## config.mk

```make
export PLATFORM = sky130hd
export DESIGN_NAME = chan_level_stage
export DESIGN_NICKNAME = d
export VERILOG_FILES = /design/src/rtl/chan_level_pkg.sv /design/src/rtl/hp_filter.sv /design/src/rtl/vol_stage.sv /design/src/rtl/level_sum.sv /design/src/rtl/chan_level_stage.sv
export SDC_FILE = /design/constraint.sdc
export NUM_CORES = 1
export LEC_CHECK = 0
export BUFFER_PORTS_ARGS = -buffer_cell sky130_fd_sc_hd__buf_2
export CORE_UTILIZATION = 37
export CTS_CLUSTER_SIZE = 28
export DETAILED_ROUTE_END_ITERATION = 10
export HOLD_SLACK_MARGIN = 0.1
export PLACE_DENSITY = 0.76
export SLEW_MARGIN = 20
export SYNTH_ARGS = -nofsm -noshare
export SYNTH_HDL_FRONTEND = slang
export SYNTH_SLANG_ARGS = --single-unit
```

## constraint.sdc

```tcl
create_clock -name clk -period 7.1 [get_ports clk]
set_input_delay 1.065 -clock clk [delete_from_list [all_inputs] [get_ports clk]]
set_output_delay 1.065 -clock clk [all_outputs]
set_load 0.02 [all_outputs]
```

## src/rtl/chan_level_pkg.sv

```systemverilog
package chan_level_pkg;
  localparam int NCH       = 4;
  localparam int VOLW      = 4;
  localparam int CTLW      = 8;
  localparam int FORCE_BIT = 4;
  localparam int NFILT     = 2;
  localparam int SUMW      = $clog2(NCH * ((1 << VOLW) - 1) + 1);

  // Filtered channel f takes its tick from channel f + NFILT.
  function automatic int clk_src(input int f);
    return f + NFILT;
  endfunction

  // Filtered channel 0 uses mode bit 2 and channel 1 uses mode bit 1.
  function automatic int en_bit(input int f);
    return NFILT - f;
  endfunction
endpackage

```

## src/rtl/hp_filter.sv

```systemverilog
module hp_filter (
  input  logic clk,
  input  logic rst_n,
  input  logic en_i,
  input  logic tick_i,
  input  logic bit_i,
  output logic bit_o
);
  logic hold_q, hold_d;

  always_comb begin
    hold_d = hold_q;
    if (!en_i)       hold_d = 1'b0;
    else if (tick_i) hold_d = bit_i;
  end

  always_ff @(posedge clk or negedge rst_n) begin
    if (!rst_n) hold_q <= 1'b0;
    else        hold_q <= hold_d;
  end

  assign bit_o = en_i ? (bit_i ^ hold_q) : bit_i;

  p_hold_between_ticks_r5: assert property (@(posedge clk) disable iff (!rst_n)
    (en_i && !tick_i) |=> (hold_q == $past(hold_q)));
  p_sample_on_tick_r5: assert property (@(posedge clk) disable iff (!rst_n)
    (en_i && tick_i) |=> (hold_q == $past(bit_i)));
  p_clear_when_off_r7: assert property (@(posedge clk) disable iff (!rst_n)
    !en_i |=> (hold_q == 1'b0));
endmodule

```

## src/rtl/vol_stage.sv

```systemverilog
module vol_stage #(
  parameter int VOLW      = 4,
  parameter int CTLW      = 8,
  parameter int FORCE_BIT = 4
) (
  input  logic            clk,
  input  logic            rst_n,
  input  logic            bit_i,
  input  logic [CTLW-1:0] ctl_i,
  output logic [VOLW-1:0] level_o
);
  logic [VOLW-1:0] vol;
  logic            force_on;
  logic [VOLW-1:0] level_d, level_q;

  assign vol      = ctl_i[VOLW-1:0];
  assign force_on = ctl_i[FORCE_BIT];

  always_comb begin
    level_d = '0;
    if (force_on || bit_i) level_d = vol;
  end

  always_ff @(posedge clk or negedge rst_n) begin
    if (!rst_n) level_q <= '0;
    else        level_q <= level_d;
  end

  assign level_o = level_q;

  p_force_r3: assert property (@(posedge clk) disable iff (!rst_n)
    force_on |=> (level_o == $past(vol)));
  p_low_bit_r2: assert property (@(posedge clk) disable iff (!rst_n)
    (!force_on && !bit_i) |=> (level_o == '0));
  p_vol_zero_r4: assert property (@(posedge clk) disable iff (!rst_n)
    (vol == '0) |=> (level_o == '0));
endmodule

```

## src/rtl/level_sum.sv

```systemverilog
module level_sum #(
  parameter int NCH  = 4,
  parameter int VOLW = 4,
  parameter int SUMW = 6
) (
  input  logic                      clk,
  input  logic                      rst_n,
  input  logic [NCH-1:0][VOLW-1:0]  level_i,
  output logic [SUMW-1:0]           sum_o
);
  localparam int MAXSUM = NCH * ((1 << VOLW) - 1);

  always_comb begin
    sum_o = '0;
    for (int i = 0; i < NCH; i++) sum_o = sum_o + SUMW'(level_i[i]);
  end

  p_sum_range_r9: assert property (@(posedge clk) disable iff (!rst_n)
    (int'(sum_o) <= MAXSUM));
endmodule

```

## src/rtl/chan_level_stage.sv

```systemverilog
module chan_level_stage
  import chan_level_pkg::*;
(
  input  logic                      clk,
  input  logic                      rst_n,
  input  logic [NCH-1:0]            chan_bit,
  input  logic [NCH-1:0]            div_tick,
  input  logic [7:0]                mode,
  input  logic [NCH-1:0][CTLW-1:0]  chan_ctl,
  output logic [NCH-1:0][VOLW-1:0]  level_o,
  output logic [SUMW-1:0]           level_sum_o
);
  logic [1:0]     rst_sync_q;
  logic           rst_int_n;
  logic [NCH-1:0] eff_bit;

  always_ff @(posedge clk or negedge rst_n) begin
    if (!rst_n) rst_sync_q <= 2'b00;
    else        rst_sync_q <= {rst_sync_q[0], 1'b1};
  end
  assign rst_int_n = rst_sync_q[1];

  for (genvar c = 0; c < NCH; c++) begin : g_ch
    if (c < NFILT) begin : g_filt
      hp_filter i_hp (
        .clk    (clk),
        .rst_n  (rst_int_n),
        .en_i   (mode[en_bit(c)]),
        .tick_i (div_tick[clk_src(c)]),
        .bit_i  (chan_bit[c]),
        .bit_o  (eff_bit[c])
      );
    end else begin : g_pass
      assign eff_bit[c] = chan_bit[c];

      p_unfiltered_r8: assert property (@(posedge clk) disable iff (!rst_int_n)
        (chan_bit[c] && !chan_ctl[c][FORCE_BIT]) |=> (level_o[c] == $past(chan_ctl[c][VOLW-1:0])));
    end

    vol_stage #(.VOLW(VOLW), .CTLW(CTLW), .FORCE_BIT(FORCE_BIT)) i_vol (
      .clk     (clk),
      .rst_n   (rst_int_n),
      .bit_i   (eff_bit[c]),
      .ctl_i   (chan_ctl[c]),
      .level_o (level_o[c])
    );
  end

  level_sum #(.NCH(NCH), .VOLW(VOLW), .SUMW(SUMW)) i_sum (
    .clk     (clk),
    .rst_n   (rst_int_n),
    .level_i (level_o),
    .sum_o   (level_sum_o)
  );
endmodule

```

== Word level (Yosys, flattened, before mapping) ==
Cells that the tools add are included.

* $add $sub $neg: 3
* Equality and inequality tests: 2
* Mux-type cells: 10
* Bitwise operators: 2
* Reduce and logical (&&, ||, !) cells: 4

{| class="wikitable"
|+ Operator list
! operator !! count
|-
| two-way mux 4 bit || 4
|-
| adder 6 x 4 -> 6 bit || 2
|-
| two-way mux 1 bit || 6
|-
| adder 4 x 4 -> 5 bit || 1
|-
| logical OR 1 bit || 4
|-
| inequality test 2 bit (second input constant) || 2
|-
| XOR 1 bit || 2
|}

* Register bits: 20
* Input port bits: 50
* Word-level logic and storage cells: 28

== Logic depth before layout (Yosys ltp) ==
* Depth in word-level cells: 4
* Mapped depth: 11
* Mapped depth without buffers: 11

== Cells and area by module ==
Synthesis repeated with hierarchy kept, for this count alone.

* Cell total of the unflattened synthesis: 82
* Area, all modules: 1019.7 um2

{| class="wikitable"
|+ Modules (own cells, without submodules)
! module !! times used !! cells an instance !! area an instance (um2) !! sequential area each (um2)
|-
| vol_stage || 4 || 8 || 130.1 || 100.1
|-
| level_sum || 1 || 37 || 337.8 || 0.0
|-
| hp_filter || 2 || 5 || 53.8 || 25.0
|-
| chan_level_stage || 1 || 3 || 53.8 || 50.0
|}

== Least setup slack after synthesis ==
OpenSTA, ideal clock, no wires.

* Path type: register to output
* From: reg g_ch[0].i_vol.level_q[0]
* To: out level_sum_o[3]
* Arrival: 2.671 ns
* Path slack: 3.364 ns
* Stages on the path, launching flop included: 10
* Cell sequence: dfrtp_1 > ha_1 > fa_1 > inv_1 > fa_1 > inv_1 > ha_1 > inv_1 > fa_1 > xnor2_1

* Cells in the longest elaborated chain, start to end: 3

{| class="wikitable"
|+ Ends and longest elaborated chain
! element !! line !! RTL
|-
| start, declared || vol_stage.sv:14 || <nowiki>logic [VOLW-1:0] level_d, level_q;</nowiki>
|-
| start signal, assigned || vol_stage.sv:26 || <nowiki>else level_q <= level_d;</nowiki>
|-
| adder 4 x 4 -> 5 bit || level_sum.sv:15 || <nowiki>for (int i = 0; i < NCH; i++) sum_o = sum_o + SUMW'(level_i[i]);</nowiki>
|-
| adder 6 x 4 -> 6 bit (2 in series) || level_sum.sv:15 ||
|-
| end, declared || chan_level_stage.sv:11 || <nowiki>output logic [SUMW-1:0] level_sum_o</nowiki>
|}

No other way between the ends.

== Final worst setup path ==
* From: reg g_ch[0].i_vol.level_q[0]
* To: out level_sum_o[4]

The elaborated chain is that of the path after synthesis.

==> results.py <==
metrics = {
    "run_status": {
        "status": "complete, no violations",
    },
    "placed_design": {
        "hpwl_mm": 1.79,
        "place.port_buffers": 51,
        "place_area_um2": 1360,
        "gp_congestion": 0.746,
    },
    "route": {
        "viasPerCell": 4.51,
        "ant_nets": 0,
        "vias": 799,
        "wl_per_cell_um": 11.3,
        "routed_wl_mm": 1.99,
        "drt_first_iter_violations": 7,
        "remaining_drc_errors": 0,
        "first_pass_iters": 4,
    },
    "power": {
        "powerDensity_nw_per_um2": 233,
        "clock_power_share": 0.193,
        "pwr-share-comb": 0.415,
        "p_leak_uw": 0.000796,
        "irDropWorstVdd_mv": 0.164,
        "p_seq_frac": 0.392,
        "power_switching_share": 0.357,
        "p_switching_uw": 116,
        "p_int_uw": 209,
    },
    "clock_network": {
        "cts_resized": 0,
        "cts_root_buffer": "clkbuf_4",
        "postCtsHoldBufs": 0,
        "clk_latency_ns": 0.29,
        "clock_path_buffers": 2,
        "cts_setup_buffers": 0,
        "clock-sinks": 20,
        "cts_max_level": 1,
        "clk_pin_slew_ns": 0.10,
        "cts_tree": "yes",
        "cts_buffers": 3,
    },
    "synth": {
        "synth_top_family_by_area": "adder cells",
        "yosys.area.top_type": "dfrtp_1",
        "ys_ff_latch": 20,
        "synth.area.top_cells": "dfrtp_1 (47%), fa_1 (11%), nor2b_1 (11%), ha_1 (9.4%), inv_1 (5.3%)",
        "seq_area_frac_synth": 0.471,
        "synth-xor-area-share": 0.0329,
        "ys_warn_count": 0,
        "avgSynthCellArea_um2": 11.7,
        "synth_mux_area_frac": 0.0188,
        "synthCells": 91,
        "synth_compound_area_frac": 0.0800,
        "synthAdderAreaFrac": 0.207,
        "synth_area_um2": 1060,
        "synthSimpleGateAreaFrac": 0.134,
        "synth_cell_type_count": 15,
        "synth_top_area_share": 0.471,
        "syn_nets": 155,
    },
    "critical_path": {
        "crit_path_end_kind": "output port",
        "path_max_fanout": 2,
        "crit_chain": "ha_1 -> fa_1 -> xnor2_1 -> fa_1 -> inv_1 -> ha_1 -> a21o_1 -> a21oi_2 -> xnor2_1 -> buf_2",
        "arrival_ns": 3.01,
        "cpMaxStageDelayCell": "fa_1",
        "path_class": "flop to output port",
        "startpoint_type": "flop",
        "worstPathRequired_ns": 6.03,
        "max_stage_delay_ns": 0.55,
    },
    "timing": {
        "setup_violations": 0,
        "rsz0062_at_grt": "false",
        "worst_clock_skew_ns": 0.00289,
        "max_freq_mhz": 246,
        "final.setup.tns_ns": 0,
        "tightest_slew_ns": 0.683,
        "final.period_utilization": 0.573,
        "hold_viol": 0,
        "report.final.slew_viol_count": 0,
        "slew_headroom": 0.545,
        "min_period_ns": 4.07,
    },
    "grt": {
        "grt_antenna_before_repair": 0,
        "grtUsageTotal": 0.136,
        "grt_pass1_wl_mm": 3.26,
        "grt_pass1_vias": 845,
        "grt_max_degree": 19,
        "grt_overflow": 0,
    },
    "flow_run": {
        "drv_cap": 0,
    },
    "min_path": {
        "hp-class": "flop to asynchronous set/reset pin",
    },
    "floorplan": {
        "num_io_pins": 72,
        "fp.dieH_um": 55.6,
        "core_um2": 2730,
        "initial_utilization": 0.389,
        "die_w_um": 55.6,
        "rows": 19,
        "dieArea_um2": 3090,
    },
    "cells_and_area": {
        "num_antenna_cells": 0,
        "fin_nets": 211,
        "syn_to_final_growth_pct": 31.1,
        "fin_area_um2": 1390,
        "final_layout_size_suffix_gt1_frac": 0.404,
    },
}
## layout by cell type, fill, tap and decap left out, types with 2 or more instances in the layout
| cell | count |
|---|---|
| nor2b_1 | 19 |
| clkbuf_4 | 3 |
| inv_1 | 15 |
| nand3_1 | 2 |
| mux2i_1 | 2 |
| fa_1 | 6 |
| dfrtp_1 | 20 |
| a21o_1 | 6 |
| nor2_1 | 2 |
| xnor2_1 | 3 |
| a21oi_2 | 4 |
| ha_1 | 8 |
| buf_2 | 51 |
## worst paths after layout
kind	cells past startpoint	startpoint	slack [ns]	end
worst min-delay path	0	rst_sync_q[1]	0.29	g_ch[2].i_vol.level_o[0]
worst min register to register	0	rst_sync_q[1]	0.29	g_ch[2].i_vol.level_o[0]
max in group asynchronous	0	rst_sync_q[1]	6.38	g_ch[1].i_vol.level_o[0]
min in group clk	0	rst_sync_q[0]	0.36	rst_sync_q[1]
worst max-delay path	10	g_ch[0].i_vol.level_o[0]	3.03	level_sum_o[4]
worst max register to register	3	g_ch[0].g_filt.i_hp.hold_q	6.12	g_ch[0].i_vol.level_o[3]
## worst max-delay path: cells and delay by family (launching register included)
kind            cells  cell delay [ns]
flops               1             0.40
buf+inv             2             0.24
xor+xnor            2             0.29
fa+ha+maj           4             1.48
compound gates      2             0.32
## cell type report
type | count | area, um2
fill | 258 | 1340
multi-input combinational | 56 | 507
sequential | 20 | 500
timing repair buffer | 51 | 255
inverter | 15 | 56.3
tap | 31 | 38.8
clock buffer | 4 | 36.3
## Yosys cell counts
cell type,instances
conb_1,1
dfrtp_1,20
mux2i_1,2
o21ai_0,1
a21o_1,6
nor2b_1,19
nand2b_1,1
xor2_1,1
fa_1,6
ha_1,8
xnor2_1,3
inv_1,15
nor2_1,2
nand3_1,2
a21oi_2,4
## registers in the layout, indices dropped and copies added, names as in the netlist
signal	count
g_ch.g_filt.i_hp.hold_q	2
g_ch.i_vol.level_o	16
rst_sync_q	2
## logic make-up (layout without fill, tap and decap cells)
kind of cell    count (synthesis)  count (layout)
mux                             2               2
compound gates                 11              11
other cells                     1               1
xor+xnor                        4               4
simple gates                   24              24
buf+inv                        15              70
flops                          20              20
fa+ha+maj                      14              14
## metrics by stage
step           power (uW)  hold WS, ns  std cells  worst slack [ns]  utilization
6_report              325        0.289        177              3.03        0.510
5_1_grt               349        0.361        177              2.83        0.510
4_1_cts               331        0.322        177              3.00        0.510
3_5_place_dp          267        0.319        173              3.35        0.497
3_3_place_gp          261        0.297        173              3.42        0.497
2_1_floorplan         223        0.227         91              3.36            -
## metal layers
layer / wire length (um) / track usage / share of wire / vias up
li1: - / - / - / 392
met1: 732 / 0.138 / 0.37 / 377
met2: 1120 / 0.258 / 0.56 / 28
met3: 120 / 0.0279 / 0.060 / 2
met4: 14 / 0.0714 / 0.0070 / 0
met5: 0 / 0 / 0 / -
## power groups by stage
stage / clock (uW) / sequential [uW] / combinational (uW)
floorplan: 0 / 137 / 86.8
global placement: 0 / 130 / 131
detailed placement: 0 / 130 / 137
CTS: 65.6 / 128 / 138
global route: 69.9 / 129 / 150
finish: 62.7 / 127 / 135
(Power assumes the default switching activity.)
